--- src/rtl/coh_tlb_pkg.sv ---
package coh_tlb_pkg;

  // Strobes from the control FSM to the datapath
  typedef struct packed {
    logic lookupGo;   // lookup accepted this cycle
    logic writeGo;    // entry write accepted this cycle
    logic capTag;     // capture incoming invalidate tag
    logic matchGo;    // compare captured tag against all entries
    logic clearGo;    // clear matched entries, empty shadow
  } tlbStrobe_t;

  typedef enum logic [1:0] {
    INV_IDLE  = 2'd0,
    INV_MATCH = 2'd1,
    INV_CLEAR = 2'd2
  } invState_t;

endpackage

--- src/rtl/coh_tlb_ctrl.sv ---
module coh_tlb_ctrl
  import coh_tlb_pkg::*;
(
  input  logic       clk,
  input  logic       rstN,
  input  logic       lookupValid,
  input  logic       wrEn,
  input  logic       rinvValid,
  output tlbStrobe_t strobe,
  output logic       portReady,
  output logic       rinvAck
);

  invState_t state, stateNext;

  // Local traffic only flows when no peer invalidate is arriving or running
  always_comb begin
    portReady        = (state == INV_IDLE) && !rinvValid;
    strobe.lookupGo  = lookupValid && portReady;
    strobe.writeGo   = wrEn && portReady;
    strobe.capTag    = (state == INV_IDLE) && rinvValid;
    strobe.matchGo   = (state == INV_MATCH);
    strobe.clearGo   = (state == INV_CLEAR);
  end

  always_comb begin
    stateNext = state;
    unique case (state)
      INV_IDLE:  if (rinvValid) stateNext = INV_MATCH;
      INV_MATCH: stateNext = INV_CLEAR;
      INV_CLEAR: stateNext = INV_IDLE;
      default:   stateNext = INV_IDLE;
    endcase
  end

  always_ff @(posedge clk or negedge rstN) begin
    if (!rstN) begin
      state   <= INV_IDLE;
      rinvAck <= 1'b0;
    end else begin
      state   <= stateNext;
      rinvAck <= strobe.clearGo;
    end
  end

endmodule

--- src/rtl/coh_tlb_dp.sv ---
module coh_tlb_dp
  import coh_tlb_pkg::*;
#(
  parameter int UENT   = 16,
  parameter int SENT   = 2,
  parameter int VTAG_W = 20,
  parameter int PID_W  = 8,
  parameter int PPN_W  = 20
) (
  input  logic                    clk,
  input  logic                    rstN,
  input  tlbStrobe_t              strobe,
  input  logic [VTAG_W-1:0]       lookupTag,
  input  logic [PID_W-1:0]        lookupPid,
  input  logic [$clog2(UENT)-1:0] wrIdx,
  input  logic [VTAG_W-1:0]       wrTag,
  input  logic [PID_W-1:0]        wrPid,
  input  logic [PPN_W-1:0]        wrPpn,
  input  logic                    wrValid,
  input  logic [VTAG_W-1:0]       rinvTag,
  output logic                    resValid,
  output logic                    resHit,
  output logic                    resShadow,
  output logic [PPN_W-1:0]        resPpn,
  output logic                    invOutValid,
  output logic [VTAG_W-1:0]       invOutTag
);

  localparam int UIDX_W = $clog2(UENT);
  localparam int SIDX_W = (SENT > 1) ? $clog2(SENT) : 1;

  // Unified table
  logic [UENT-1:0]   uValid;
  logic [VTAG_W-1:0] uTag [UENT];
  logic [PID_W-1:0]  uPid [UENT];
  logic [PPN_W-1:0]  uPpn [UENT];
  logic [UENT-1:0]   uHitVec;
  logic [UENT-1:0]   matchVec;

  // Shadow table
  logic [SENT-1:0]   sValid;
  logic [VTAG_W-1:0] sTag [SENT];
  logic [PID_W-1:0]  sPid [SENT];
  logic [PPN_W-1:0]  sPpn [SENT];
  logic [SENT-1:0]   sHitVec;
  logic [SIDX_W-1:0] victim;

  logic [VTAG_W-1:0] capTagQ;
  logic              uHit, sHit;
  logic [UIDX_W-1:0] uSel;
  logic [SIDX_W-1:0] sSel;
  logic              refill;
  logic [PPN_W-1:0]  hitPpn;

  genvar gi;
  generate
    for (gi = 0; gi < UENT; gi++) begin : gUnified
      assign uHitVec[gi] = uValid[gi] && (uTag[gi] == lookupTag) &&
                           ((uPid[gi] == '0) || (uPid[gi] == lookupPid));

      // Remote compare ignores the process number
      always_ff @(posedge clk or negedge rstN) begin
        if (!rstN)               matchVec[gi] <= 1'b0;
        else if (strobe.matchGo) matchVec[gi] <= (uTag[gi] == capTagQ);
      end
    end

    for (gi = 0; gi < SENT; gi++) begin : gShadow
      assign sHitVec[gi] = sValid[gi] && (sTag[gi] == lookupTag) &&
                           ((sPid[gi] == '0) || (sPid[gi] == lookupPid));
    end
  endgenerate

  // Lowest index wins in both tables
  always_comb begin
    uHit = 1'b0;
    uSel = '0;
    for (int i = UENT - 1; i >= 0; i--) begin
      if (uHitVec[i]) begin
        uHit = 1'b1;
        uSel = UIDX_W'(i);
      end
    end
  end

  always_comb begin
    sHit = 1'b0;
    sSel = '0;
    for (int j = SENT - 1; j >= 0; j--) begin
      if (sHitVec[j]) begin
        sHit = 1'b1;
        sSel = SIDX_W'(j);
      end
    end
  end

  assign hitPpn = sHit ? sPpn[sSel] : uPpn[uSel];
  assign refill = strobe.lookupGo && !sHit && uHit && !strobe.writeGo;

  always_ff @(posedge clk or negedge rstN) begin
    if (!rstN) capTagQ <= '0;
    else if (strobe.capTag) capTagQ <= rinvTag;
  end

  // Unified table update
  always_ff @(posedge clk or negedge rstN) begin
    if (!rstN) begin
      uValid <= '0;
      for (int i = 0; i < UENT; i++) begin
        uTag[i] <= '0;
        uPid[i] <= '0;
        uPpn[i] <= '0;
      end
    end else if (strobe.writeGo) begin
      uValid[wrIdx] <= wrValid;
      uTag[wrIdx]   <= wrTag;
      uPid[wrIdx]   <= wrPid;
      uPpn[wrIdx]   <= wrPpn;
    end else if (strobe.clearGo) begin
      uValid <= uValid & ~matchVec;
    end
  end

  // Shadow table update: any change to the unified table empties it
  always_ff @(posedge clk or negedge rstN) begin
    if (!rstN) begin
      sValid <= '0;
      victim <= '0;
      for (int j = 0; j < SENT; j++) begin
        sTag[j] <= '0;
        sPid[j] <= '0;
        sPpn[j] <= '0;
      end
    end else if (strobe.writeGo || strobe.clearGo) begin
      sValid <= '0;
    end else if (refill) begin
      sValid[victim] <= 1'b1;
      sTag[victim]   <= uTag[uSel];
      sPid[victim]   <= uPid[uSel];
      sPpn[victim]   <= uPpn[uSel];
      victim         <= (victim == SIDX_W'(SENT - 1)) ? '0 : victim + 1'b1;
    end
  end

  // Registered lookup result and outgoing message
  always_ff @(posedge clk or negedge rstN) begin
    if (!rstN) begin
      resValid    <= 1'b0;
      resHit      <= 1'b0;
      resShadow   <= 1'b0;
      resPpn      <= '0;
      invOutValid <= 1'b0;
      invOutTag   <= '0;
    end else begin
      resValid    <= strobe.lookupGo;
      resHit      <= strobe.lookupGo && (sHit || uHit);
      resShadow   <= strobe.lookupGo && sHit;
      resPpn      <= (strobe.lookupGo && (sHit || uHit)) ? hitPpn : '0;
      invOutValid <= strobe.writeGo && !wrValid;
      if (strobe.writeGo) invOutTag <= wrTag;
    end
  end

endmodule

--- src/rtl/coh_tlb.sv ---
module coh_tlb
  import coh_tlb_pkg::*;
#(
  parameter int UENT   = 16,
  parameter int SENT   = 2,
  parameter int VTAG_W = 20,
  parameter int PID_W  = 8,
  parameter int PPN_W  = 20
) (
  input  logic                    clk,
  input  logic                    rstN,
  input  logic                    lookupValid,
  input  logic [VTAG_W-1:0]       lookupTag,
  input  logic [PID_W-1:0]        lookupPid,
  output logic                    portReady,
  output logic                    resValid,
  output logic                    resHit,
  output logic                    resShadow,
  output logic [PPN_W-1:0]        resPpn,
  input  logic                    wrEn,
  input  logic [$clog2(UENT)-1:0] wrIdx,
  input  logic [VTAG_W-1:0]       wrTag,
  input  logic [PID_W-1:0]        wrPid,
  input  logic [PPN_W-1:0]        wrPpn,
  input  logic                    wrValid,
  output logic                    invOutValid,
  output logic [VTAG_W-1:0]       invOutTag,
  input  logic                    rinvValid,
  input  logic [VTAG_W-1:0]       rinvTag,
  output logic                    rinvAck
);

  tlbStrobe_t strobe;

  coh_tlb_ctrl uCtrl (
    .clk         (clk),
    .rstN        (rstN),
    .lookupValid (lookupValid),
    .wrEn        (wrEn),
    .rinvValid   (rinvValid),
    .strobe      (strobe),
    .portReady   (portReady),
    .rinvAck     (rinvAck)
  );

  coh_tlb_dp #(
    .UENT   (UENT),
    .SENT   (SENT),
    .VTAG_W (VTAG_W),
    .PID_W  (PID_W),
    .PPN_W  (PPN_W)
  ) uDp (
    .clk         (clk),
    .rstN        (rstN),
    .strobe      (strobe),
    .lookupTag   (lookupTag),
    .lookupPid   (lookupPid),
    .wrIdx       (wrIdx),
    .wrTag       (wrTag),
    .wrPid       (wrPid),
    .wrPpn       (wrPpn),
    .wrValid     (wrValid),
    .rinvTag     (rinvTag),
    .resValid    (resValid),
    .resHit      (resHit),
    .resShadow   (resShadow),
    .resPpn      (resPpn),
    .invOutValid (invOutValid),
    .invOutTag   (invOutTag)
  );

endmodule

--- config.mk ---
export PLATFORM = sky130hd
export DESIGN_NAME = coh_tlb
export DESIGN_NICKNAME = d
export VERILOG_FILES = /design/src/rtl/coh_tlb_pkg.sv /design/src/rtl/coh_tlb_ctrl.sv /design/src/rtl/coh_tlb_dp.sv /design/src/rtl/coh_tlb.sv
export SDC_FILE = /design/constraint.sdc
export NUM_CORES = 2
export LEC_CHECK = 0
export BUFFER_PORTS_ARGS = -buffer_cell sky130_fd_sc_hd__buf_4
export CORE_UTILIZATION = 64
export DETAILED_ROUTE_END_ITERATION = 10
export PLACE_DENSITY = 0.81
export RECOVER_POWER = 25
export SLEW_MARGIN = 30
export SYNTH_ARGS = -nofsm -noshare
export SYNTH_HDL_FRONTEND = slang
export SYNTH_SLANG_ARGS = --single-unit
--- constraint.sdc ---
create_clock -name clk -period 4.6 [get_ports clk]
set_input_delay 0.23 -clock clk [delete_from_list [all_inputs] [get_ports clk]]
set_output_delay 0.23 -clock clk [all_outputs]
set_load 0.01 [all_outputs]
==> summary by stage <==
Power
After layout, the design draws a total of 27.55 mW. The leakage power figure is 28.59 nW. Dividing total power by cell area gives a power density of 431.3 nW/µm². The worst-case IR drop observed on VDD is 0.4910 mV.

Die
The die extent in x is 294.7 µm. Row generation in the floorplan step produced 106 rows. The boundary pin count is 152.

The starting density of the core is 65.12%. The floorplan step defined a core boundary enclosing 84,220 µm². The die covers 86,870 µm². The die boundary height is 294.7 µm.

Yosys
Counting flops and latches in the post-synthesis netlist gives 966. The proportion of synthesized flip-flops having asynchronous set or reset is 100.0%. The number of nets handed over by synthesis was 4,983.

The number of flops mapped to enable cells by yosys is 0. The top cell type by total area after synthesis is sky130_fd_sc_hd__dfrtp_1. In this run the cell area of the synthesized design comes to 54,850 µm². A synthesized cell averages 11.25 µm². The count of synthesis-stage warnings from yosys is 0. Sequential cells were found to cover 44.08% of the synthesized design area.

Of the post-synthesis cell area, the dominant cell type holds 44.08%. The number of unique standard cell types used by synthesis is 76. By area the synthesized netlist is led by sky130_fd_sc_hd__dfrtp_1 (44%), sky130_fd_sc_hd__mux2_2 (17%), sky130_fd_sc_hd__xor2_1 (9.6%). The main flop type after synthesis is sky130_fd_sc_hd__dfrtp_1. The number of standard cells after synthesis is 4,877.

Detailed routing
In the final routed layout, each cell accounts on average for 34.48 µm. The count of vias placed by the detailed router is 45,844. The average vias per placed instance is 7.131. Wires add up to 221,700 µm. The detailed-routing iteration count for the pre-antenna-repair pass is 6. For this run, design rule violations remaining after detail routing come to 0.

The number of nets with antenna violations after detailed routing is 0. For this block, the initial DRC count from the detailed router was 6,175.

Clock tree
For the worst-skew pair, the clock arrives at the later sink with an insertion delay of 0.72 ns. The number of clock sinks seen by CTS is 966. The CTS tree is yes. After clock tree synthesis, the clock-pin slew on the worst setup and hold paths is 0.06 ns.

The maximum root-to-sink buffer count is 3. The number of clock buffers inserted by TritonCTS is 102. The root buffer cell is sky130_fd_sc_hd__clkbuf_16. The H-tree generated during clock tree synthesis spans 3 levels.

Final layout
The number of filler cells placed in the layout is 5,473. At the end of the flow, the number of nets in the layout was 5,306. The area growth from synthesis to layout is 16.48%.

Cells fill 75.85% of the core in the end. The register area is 24,200 µm². The multi-input combinational cells in the finished layout cover a total of 29,030 µm². The final standard cell count with taps included and fillers excluded is 6,429.

Of the cells placed in the final design, the portion with a size suffix greater than 1 is 32.07%.

Placed design
The HPWL after detailed placement is 143,300 µm. In this run the tool buffered the top-level ports with 151 buffer cells. The worst setup slack after placement is -0.3222 ns.

Routability-driven placement finished with a final weighted congestion of 1.076. In this run, placement finished with an instance count of 6,158.

Setup path
Of all nets on the critical path, the largest fanout is 11. The kind of critical path is register to register. Data on the critical path is required at its endpoint by 5.24 ns. The worst setup path is captured at a register. For the worst setup path, the data arrival time is 5.32 ns. The worst setup path is launched from a register.

Job
The tool flagged a number of max-cap violations equal to 4.

Timing
The setup-violating endpoint count in the final report is 2. The slack of the critical path is -0.08754 ns. The worst pin sits at a relative slew slack of -86.23%. The worst clock skew on the final layout is 0.03435 ns.

The number of hold violations in the final report was 0. The slew at the pin closest to its max-slew limit is 2.794 ns. The shortest period the worst path allows is 4.688 ns. The number of max-slew violations in the final report is 191.

Hold timing on the final database bottoms out at a slack of 0.03946 ns. The post-route fraction of the period consumed by the critical path is 101.9%. Setup repair after global routing could not meet its margin everywhere. Static timing analysis puts the maximum clock frequency at 213.3 MHz.

GRT
The wire length of the first global-routing pass is 317,400 µm. The via count of the first global-routing pass is 45,283. The maximum number of pins on one net before global-route repair is 103. Summed over all layers, the global routing overflow is 0.

The number of antenna violations at the first check in global routing is 19. Across every metal layer, demand over resource in global routing totals 51.09%.

Run status
The run finished, with violations left. The checks that failed: max-capacitance violations, max-slew violations, negative setup slack.

Worst hold path
The path category of the worst min-delay check is input pin to register.
-- cell families (layout without fill, tap and decap cells) --
family,after synthesis,after routing,share of synthesized area (%)
DFF,966,966,44.08
AOI/OAI and AO/OA,533,533,6.573
muxes,1023,1023,21.58
other,0,10,0
xor gates and xnor gates,824,824,13.16
and+or+nand+nor,1119,1119,10.93
buffers and inverters,412,820,3.682
-- cells in the mapped netlist (72+ instances only) --
cell	number
sky130_fd_sc_hd__a21oi_1	152
sky130_fd_sc_hd__buf_2	74
sky130_fd_sc_hd__clkbuf_1	237
sky130_fd_sc_hd__dfrtp_1	966
sky130_fd_sc_hd__mux2_2	837
sky130_fd_sc_hd__mux2i_1	142
sky130_fd_sc_hd__nand2_1	330
sky130_fd_sc_hd__nand3_1	101
sky130_fd_sc_hd__nor2_1	113
sky130_fd_sc_hd__nor4_1	213
sky130_fd_sc_hd__o21ai_0	72
sky130_fd_sc_hd__xnor2_1	221
sky130_fd_sc_hd__xor2_1	603
-- state kept, by name, summed over array words and instances, names as in the netlist, 20 cells and up --
name	count
uDp.uPpn	320
uDp.uTag	320
uDp.uPid	128
uDp.sPpn	40
uDp.sTag	40
uDp.capTagQ	20
uDp.invOutTag	20
uDp.resPpn	20
-- report_power, final --
part,total [mW],leakage (nW),switching (mW),internal (mW)
clock,8.96,1.76,3.79,5.17
combinational,6.31,14.1,3.18,3.13
sequential,12.3,12.8,2.44,9.84
total,27.6,28.6,9.41,18.1
-- layout make-up --
cell class	count	share of cell area, %
tap	1134	2.221
sequential	966	37.89
clock inverter	50	1.138
timing repair buffer	608	8.614
inverter	23	0.1351
multi-input combinational	3499	45.44
antenna	10	0.03917
clock buffer	139	4.526
-- worst max-delay path, stage by stage (launching register included) --
cell and delay [ns]:
sky130_fd_sc_hd__dfrtp_1 0.42, sky130_fd_sc_hd__xor2_1 0.16, sky130_fd_sc_hd__nor4_1 0.37, sky130_fd_sc_hd__a22oi_2 0.22, sky130_fd_sc_hd__buf_12 0.19, sky130_fd_sc_hd__or4_1 0.62
sky130_fd_sc_hd__a211oi_2 0.32, sky130_fd_sc_hd__o21ai_1 0.18, sky130_fd_sc_hd__buf_4 0.19, sky130_fd_sc_hd__nand2_4 0.12, sky130_fd_sc_hd__buf_12 0.19, sky130_fd_sc_hd__buf_4 0.18
sky130_fd_sc_hd__buf_4 0.16, sky130_fd_sc_hd__o21ai_0 0.11, sky130_fd_sc_hd__o211ai_1 0.14, sky130_fd_sc_hd__o21ai_0 0.22, sky130_fd_sc_hd__or4b_1 0.57, sky130_fd_sc_hd__a31oi_2 0.22
-- cell usage in the layout, fill, tap and decap left out, types with 17 or more instances in the layout --
master | netlist | final
sky130_fd_sc_hd__dfrtp_1 | 966 | 946
sky130_fd_sc_hd__mux2_2 | 837 | 837
sky130_fd_sc_hd__xor2_1 | 603 | 603
sky130_fd_sc_hd__buf_4 | 33 | 452
sky130_fd_sc_hd__nand2_1 | 330 | 328
sky130_fd_sc_hd__xnor2_1 | 221 | 219
sky130_fd_sc_hd__nor4_1 | 213 | 205
sky130_fd_sc_hd__a21oi_1 | 152 | 148
sky130_fd_sc_hd__mux2i_1 | 142 | 142
sky130_fd_sc_hd__clkbuf_16 | 0 | 102
sky130_fd_sc_hd__nand3_1 | 101 | 101
sky130_fd_sc_hd__nor2_1 | 113 | 95
sky130_fd_sc_hd__o21ai_0 | 72 | 72
sky130_fd_sc_hd__dlygate4sd3_1 | 0 | 68
sky130_fd_sc_hd__nand4_1 | 63 | 63
sky130_fd_sc_hd__buf_12 | 1 | 63
sky130_fd_sc_hd__nor3_1 | 60 | 54
sky130_fd_sc_hd__and3_1 | 53 | 53
sky130_fd_sc_hd__mux4_2 | 44 | 44
sky130_fd_sc_hd__or4_1 | 44 | 39
sky130_fd_sc_hd__a221oi_1 | 39 | 36
sky130_fd_sc_hd__a31oi_1 | 36 | 35
sky130_fd_sc_hd__o22ai_1 | 30 | 30
sky130_fd_sc_hd__clkbuf_1 | 237 | 30
sky130_fd_sc_hd__o211ai_1 | 26 | 26
sky130_fd_sc_hd__inv_1 | 23 | 23
sky130_fd_sc_hd__clkinv_2 | 0 | 22
sky130_fd_sc_hd__clkbuf_8 | 0 | 20
sky130_fd_sc_hd__or3_1 | 19 | 19
sky130_fd_sc_hd__nor3b_1 | 19 | 19
sky130_fd_sc_hd__dfrtp_2 | 0 | 18
sky130_fd_sc_hd__a22o_1 | 17 | 17
-- layer usage --
metal	GRT usage, %	share of wire [%]	vias to the layer above
li1	-	-	18278
met1	65.49	36	22792
met5	0	0.015	-
met4	35.61	8.3	6
met3	15.37	13	1065
met2	74.08	43	3703
-- final timing paths --
check / startpoint / to / slack (ns) / depth (start not counted)
hold reg to reg: uDp.invOutTag[3] / uDp.invOutTag[3] / 0.47 / 2
min in group asynchronous: rstN / uDp.uPid[36] / 0.95 / 2
hold / removal: wrTag[8] / uDp.invOutTag[8] / 0.04 / 3
setup reg to reg: uDp.uPid[71] / uDp.resPpn[3] / -0.09 / 17
setup / recovery: uDp.uPid[71] / uDp.resPpn[3] / -0.09 / 17
max in group asynchronous: rstN / uDp.uTag[230] / 0.67 / 3
-- metrics by stage --
stage | setup TNS, ns | area (µm²)
after floorplan | 0 | 54850
after global placement | -62.48 | 59370
after detailed placement | -17.26 | 59440
after CTS | 0 | 63770
after global routing | -0.7412 | 63870
final | -0.08948 | 63880
-- repair_timing --
| action | CTS | global route |
|---|---|---|
| hold buffers | 68 | 0 |
| endpoints found under the hold margin | 571 | 0 |
| setup buffers | 0 | 2 |
| resized for setup | 6 | 34 |
| pin swaps | 0 | 2 |
| setup endpoints to repair | 58 | 94 |
No activity file was read; power rests on OpenSTA's default activity.
